File: config.mk
export PLATFORM = sky130hd
export DESIGN_NAME = wake_match_top
export DESIGN_NICKNAME = d
export VERILOG_FILES = /design/src/rtl/wake_pkg.sv /design/src/rtl/wake_pattern_mem.sv /design/src/rtl/wake_frame_seq.sv /design/src/rtl/wake_stream_trk.sv /design/src/rtl/wake_match_top.sv
export SDC_FILE = /design/constraint.sdc
export NUM_CORES = 1
export LEC_CHECK = 0
export ABC_AREA = 1
export ABC_CLOCK_PERIOD_IN_PS = 4150
export BUFFER_PORTS_ARGS = -buffer_cell sky130_fd_sc_hd__buf_2
export CORE_MARGIN = 3
export CORE_UTILIZATION = 35
export CTS_BUF_LIST = sky130_fd_sc_hd__clkbuf_4 sky130_fd_sc_hd__clkbuf_8
export CTS_CLUSTER_DIAMETER = 30
export DETAILED_ROUTE_END_ITERATION = 16
export PLACE_DENSITY_LB_ADDON = 0.12
export SYNTH_ARGS = -nofsm -noshare
export SYNTH_HDL_FRONTEND = slang
export SYNTH_HIERARCHICAL = 1
export SYNTH_SLANG_ARGS = --single-unit
File: constraint.sdc
create_clock -name clk -period 4.15 [get_ports clk]
set_input_delay 0.83 -clock clk [delete_from_list [all_inputs] [get_ports clk]]
set_output_delay 0.83 -clock clk [all_outputs]
set_load 0.01 [all_outputs]
File: src/rtl/wake_pkg.sv
package wake_pkg;
    localparam int SLOT_W = 16;
    localparam int SLOTS  = 3;
    localparam int ROW_W  = 64;

    // Stored part of a row: reserved control bits are never kept.
    typedef struct packed {
        logic [2*SLOTS-1:0]           byte_en;
        logic [SLOTS-1:0]             done;
        logic [SLOTS-1:0][SLOT_W-1:0] slot;
    } pat_core_t;

    function automatic pat_core_t to_core(input logic [ROW_W-1:0] raw);
        pat_core_t c;
        c.byte_en = raw[61:56];
        c.done    = raw[50:48];
        c.slot    = raw[47:0];
        return c;
    endfunction

    function automatic logic [SLOT_W-1:0] slot_pat(input pat_core_t r, input int k);
        return r.slot[SLOTS-1-k];
    endfunction

    function automatic logic slot_en_hi(input pat_core_t r, input int k);
        return r.byte_en[2*(SLOTS-1-k)+1];
    endfunction

    function automatic logic slot_en_lo(input pat_core_t r, input int k);
        return r.byte_en[2*(SLOTS-1-k)];
    endfunction

    function automatic logic slot_done(input pat_core_t r, input int k);
        return r.done[SLOTS-1-k];
    endfunction

    function automatic logic bytes_agree(input logic [SLOT_W-1:0] word,
                                         input logic [SLOT_W-1:0] pat,
                                         input logic en_hi, input logic en_lo);
        return (!en_hi || word[15:8] == pat[15:8]) &&
               (!en_lo || word[7:0]  == pat[7:0]);
    endfunction
endpackage

File: src/rtl/wake_pattern_mem.sv
module wake_pattern_mem
    import wake_pkg::*;
#(
    parameter int N_ROWS  = 9,
    parameter int GRP     = 3,
    parameter int ADDR_W  = 4,
    parameter int IDX_W   = 2
) (
    input  logic                  clk,
    input  logic                  rst,
    input  logic                  wr_en,
    input  logic                  wr_block,
    input  logic [ADDR_W-1:0]     wr_addr,
    input  pat_core_t             wr_row,
    input  logic [IDX_W-1:0]      rd_idx,
    output pat_core_t             rd_rows [GRP]
);
    pat_core_t rows_q [N_ROWS];

    always_ff @(posedge clk) begin
        if (rst) begin
            for (int r = 0; r < N_ROWS; r++) rows_q[r] <= '0;
        end else if (wr_en && !wr_block) begin
            for (int r = 0; r < N_ROWS; r++)
                if (wr_addr == ADDR_W'(r)) rows_q[r] <= wr_row;
        end
    end

    always_comb begin
        for (int g = 0; g < GRP; g++) begin
            rd_rows[g] = '0;
            for (int r = 0; r < N_ROWS; r++)
                if (r == int'(rd_idx) * GRP + g) rd_rows[g] = rows_q[r];
        end
    end
endmodule

File: src/rtl/wake_frame_seq.sv
module wake_frame_seq #(
    parameter int DEPTH = 3,
    parameter int IDX_W = 2
) (
    input  logic             clk,
    input  logic             rst,
    input  logic             sof,
    input  logic             word_valid,
    output logic             active,
    output logic             cmp,
    output logic             last,
    output logic [IDX_W-1:0] word_idx
);
    assign cmp  = active && word_valid && !sof;
    assign last = (word_idx == IDX_W'(DEPTH-1));

    always_ff @(posedge clk) begin
        if (rst) begin
            active   <= 1'b0;
            word_idx <= '0;
        end else if (sof) begin
            active   <= 1'b1;
            word_idx <= '0;
        end else if (cmp) begin
            if (last) active <= 1'b0;
            else      word_idx <= word_idx + 1'b1;
        end
    end
endmodule

File: src/rtl/wake_stream_trk.sv
module wake_stream_trk
    import wake_pkg::*;
(
    input  logic              clk,
    input  logic              rst,
    input  logic              sof,
    input  logic              cmp,
    input  logic [SLOT_W-1:0] word,
    input  logic [SLOT_W-1:0] pat,
    input  logic              en_hi,
    input  logic              en_lo,
    input  logic              fin_here,
    output logic              hit
);
    logic alive_q, closed_q, agree;

    assign agree = bytes_agree(word, pat, en_hi, en_lo);
    assign hit   = cmp && !closed_q && alive_q && agree && fin_here;

    always_ff @(posedge clk) begin
        if (rst) begin
            alive_q  <= 1'b0;
            closed_q <= 1'b1;
        end else if (sof) begin
            alive_q  <= 1'b1;
            closed_q <= 1'b0;
        end else if (cmp && !closed_q) begin
            if (!agree)   alive_q  <= 1'b0;
            if (fin_here) closed_q <= 1'b1;
        end
    end
endmodule

File: src/rtl/wake_match_top.sv
module wake_match_top
    import wake_pkg::*;
#(
    parameter  int DEPTH   = 3,
    parameter  int GRP     = 3,
    localparam int STREAMS = GRP * SLOTS,
    localparam int N_ROWS  = DEPTH * GRP,
    localparam int ADDR_W  = $clog2(N_ROWS),
    localparam int IDX_W   = (DEPTH > 1) ? $clog2(DEPTH) : 1
) (
    input  logic               clk,
    input  logic               rst,
    input  logic               sof,
    input  logic               word_valid,
    input  logic [SLOT_W-1:0]  word_data,
    input  logic               wr_en,
    input  logic [ADDR_W-1:0]  wr_addr,
    input  logic [ROW_W-1:0]   wr_data,
    output logic               wake,
    output logic [STREAMS-1:0] wake_mask
);
    logic             frame_active, cmp, last;
    logic [IDX_W-1:0] word_idx;
    pat_core_t        rd_rows [GRP];
    logic [STREAMS-1:0] hits, mask_q;
    logic             wake_q;
    logic             unused_rsv;

    assign unused_rsv = ^{wr_data[63:62], wr_data[55:51]};

    wake_frame_seq #(.DEPTH(DEPTH), .IDX_W(IDX_W)) u_seq (
        .clk(clk), .rst(rst), .sof(sof), .word_valid(word_valid),
        .active(frame_active), .cmp(cmp), .last(last), .word_idx(word_idx)
    );

    wake_pattern_mem #(.N_ROWS(N_ROWS), .GRP(GRP), .ADDR_W(ADDR_W), .IDX_W(IDX_W)) u_mem (
        .clk(clk), .rst(rst), .wr_en(wr_en), .wr_block(frame_active || sof),
        .wr_addr(wr_addr), .wr_row(to_core(wr_data)),
        .rd_idx(word_idx), .rd_rows(rd_rows)
    );

    for (genvar s = 0; s < STREAMS; s++) begin : g_stream
        localparam int G = s / SLOTS;
        localparam int K = s % SLOTS;
        wake_stream_trk u_trk (
            .clk(clk), .rst(rst), .sof(sof), .cmp(cmp), .word(word_data),
            .pat(slot_pat(rd_rows[G], K)),
            .en_hi(slot_en_hi(rd_rows[G], K)),
            .en_lo(slot_en_lo(rd_rows[G], K)),
            .fin_here(slot_done(rd_rows[G], K)),
            .hit(hits[s])
        );
    end

    always_ff @(posedge clk) begin
        if (rst) begin
            mask_q <= '0;
            wake_q <= 1'b0;
        end else begin
            wake_q <= cmp && last && |(mask_q | hits);
            if (sof)      mask_q <= '0;
            else if (cmp) mask_q <= mask_q | hits;
        end
    end

    assign wake      = wake_q;
    assign wake_mask = mask_q;
endmodule

==> impl_metrics.py <==
metrics = {
    "pwr": {
        "p_per_area_mw_per_mm2": 380.9,
        "power_leakage_nw": 19.38,
        "p_total_w": 0.01582,
        "ir_drop_v": 0.0002022,
    },
    "clock_tree": {
        "clk_path_buf_depth": 3,
        "cts_tree": "yes",
        "cts_buffers": 164,
        "root_buffer": "clkbuf_8",
        "cts.clk_slew.worst_paths_ps": 50,
        "clock-sinks": 544,
        "cts_max_level": 4,
        "insertion_delay_ps": 820,
    },
    "timing": {
        "worst_slew_pin_slew_ps": 731.4,
        "fmax_mhz": 258.3,
        "setup_slack_ps": 278.1,
        "setup_tns_ps": 0,
        "setup-violations-final": 0,
        "slew_headroom": 0.5106,
        "fin_crit_sh": 0.9330,
        "post-route-min-period_ps": 3872,
        "maxSlewViolCount": 0,
        "finalClockSkew_ps": 25.08,
        "hold_viol_final": 0,
    },
    "detailed_routing": {
        "drc_errors": 0,
        "dr.pass1.iters": 6,
        "routed_wl_mm": 129.6,
        "ant_nets": 0,
        "dr_total_vias": 32053,
        "wl_per_cell_um": 19.71,
        "drt_iter0_markers": 2525,
        "avgViaCountPerCell": 4.876,
    },
    "yosys": {
        "syn-mean-instance-area_um2": 7.026,
        "yosysUniqueCellTypes": 33,
        "synth_area_leaders": "edfxtp_1 44%, nand2_1 19%, inv_1 10%",
        "synth_area_leader_cell": "edfxtp_1",
        "ys_seq_area_frac": 0.4555,
        "syn_nets": 5104,
        "syn_area_mm2": 0.03518,
        "synthCells": 5007,
        "synth_seq_cells": 544,
        "synth_top_area_frac": 0.4379,
        "ys_warn_count": 6,
    },
    "place": {
        "dp_hpwl_mm": 83.51,
        "io_buffer_count": 91,
        "gp_congestion": 0.8332,
        "dp_slack_ps": 156.2,
    },
    "cells_and_area": {
        "layout_common_cells": "1,739 x nand2_1, 980 x inv_1, 513 x edfxtp_1",
        "area_delta_synth_final_pct": 18.04,
        "final_common_cell": "nand2_1",
        "seq_area_mm2": 0.01603,
        "multi_input_area_mm2": 0.01444,
        "final_nets": 5252,
        "nFillCells": 10327,
        "drive_gt1_frac": 0.1105,
    },
    "critical_path": {
        "max_stage_delay_ps": 430,
        "worstPathArrival_ps": 4610,
        "worst-path-buf-inv": 4,
        "path_max_fanout": 20,
        "crit_top_cell": "nand2_1",
        "end_kind": "flop",
        "cp-start-kind": "flop",
        "slowest_stage": "dfxtp_1",
        "crit_required_ps": 4890,
        "cpLargestDelayFamily": "simple AND/OR/NAND/NOR gates",
        "critPathKind": "reg2reg",
    },
    "hold_path": {
        "worstHoldPathType": "in2reg",
    },
    "die": {
        "core_mm2": 0.09899,
        "num_io_pins": 99,
        "rows": 115,
        "dieArea_mm2": 0.1044,
        "start_util": 0.3554,
        "die-height_um": 323.0,
        "die_x_um": 323.0,
    },
    "global_route": {
        "grt_pass1_wl_mm": 191.8,
        "grt_max_degree": 79,
        "antenna_found_initial": 9,
        "grtUsageTotal": 0.2476,
        "grt_pass1_vias": 30332,
        "overflow": 0,
    },
    "run": {
        "drv_cap": 0,
    },
    "outcome": {
        "status": "completed",
    },
}
## worst paths after layout
check / startpoint / end / slack, ps / depth (start not counted)
worst max-delay path: u_seq/word_idx[0]$_SDFFE_PP0P_ / wake$_SDFF_PP0_ / 280 / 28
worst min-delay path: word_valid / u_seq/active$_SDFFE_PP0P_ / 360 / 4
worst max register to register: u_seq/word_idx[0]$_SDFFE_PP0P_ / wake$_SDFF_PP0_ / 280 / 28
worst min register to register: g_stream[0].u_trk/alive_q$_SDFFE_PP0P_ / g_stream[0].u_trk/alive_q$_SDFFE_PP0P_ / 470 / 2
## what timing repair did
item	in CTS	in global routing
endpoints found under the setup margin	0	7
setup buffers	0	2
hold buffers	0	0
resized for setup	0	8
## metrics by stage
stage               hold slack [ps]  utilization  cells  cell area (µm²)
finish                        356.0       0.4195   6574            41530
global route                  359.0       0.4195   6573            41520
CTS                           270.0       0.4187   6568            41450
detailed placement            459.5       0.3848   6273            38090
global placement              456.6       0.3848   6273            38090
floorplan                     442.0            -   5007            35180
## cell usage after synthesis, drive strengths merged
cell    number
a21oi      259
nand3      142
a31oi       56
o21ai      405
clkinv       5
dfxtp       31
o211ai      56
buf        109
clkbuf     164
o221ai      53
ha           8
nand4        4
nor3         1
or2          1
a211oi       1
nand2     1763
nand3b       4
edfxtp     513
nor2       358
o21bai       9
inv        993
xnor2       72
## tightest hold or removal path, cell delays in order
cell	delay, ps
buf_2	110
nand2_1	60
a21oi_1	50
nor2_1	70
## kinds of logic after synthesis
family / count (synthesis) / synth area share
AOI/OAI and AO/OA: 839 / 0.1329
DFF: 544 / 0.4555
xor gates and xnor gates: 72 / 0.01792
buffers and inverters: 1271 / 0.1407
adders and majority gates: 8 / 0.002845
and+or+nand+nor: 2273 / 0.2501
## power by group
| part | leakage (nW) | switching [W] | internal [W] |
|---|---|---|---|
| Combinational | 12.2 | 0.00111 | 0.000535 |
| Sequential | 5.47 | 0.000127 | 0.00630 |
| Clock | 1.75 | 0.00301 | 0.00473 |
## flip-flops by register name, indices dropped and copies added, names as in the netlist
name / cells
u_seq/active: 1
wake_mask: 9
g_stream.u_trk/closed_q: 9
wake: 1
u_seq/word_idx: 2
u_mem/rows_q: 513
g_stream.u_trk/alive_q: 9
## cell type report
| type | count | area share |
|---|---|---|
| sequential | 544 | 0.3859 |
| timing repair buffer | 255 | 0.05577 |
| clock buffer | 195 | 0.06131 |
| tap | 1287 | 0.03878 |
| multi-input combinational | 3192 | 0.3478 |
| antenna | 3 | 0.0001808 |
| inverter | 998 | 0.09078 |
| clock inverter | 100 | 0.01949 |
## layer usage
layer,vias to the layer above,part of all wire,GRT usage
li1,15990,-,-
met1,14842,0.46,0.3372
met5,-,0,0
met3,224,0.057,0.03635
met4,0,0.025,0.07890
met2,997,0.46,0.4061
(Power assumes the default switching activity.)
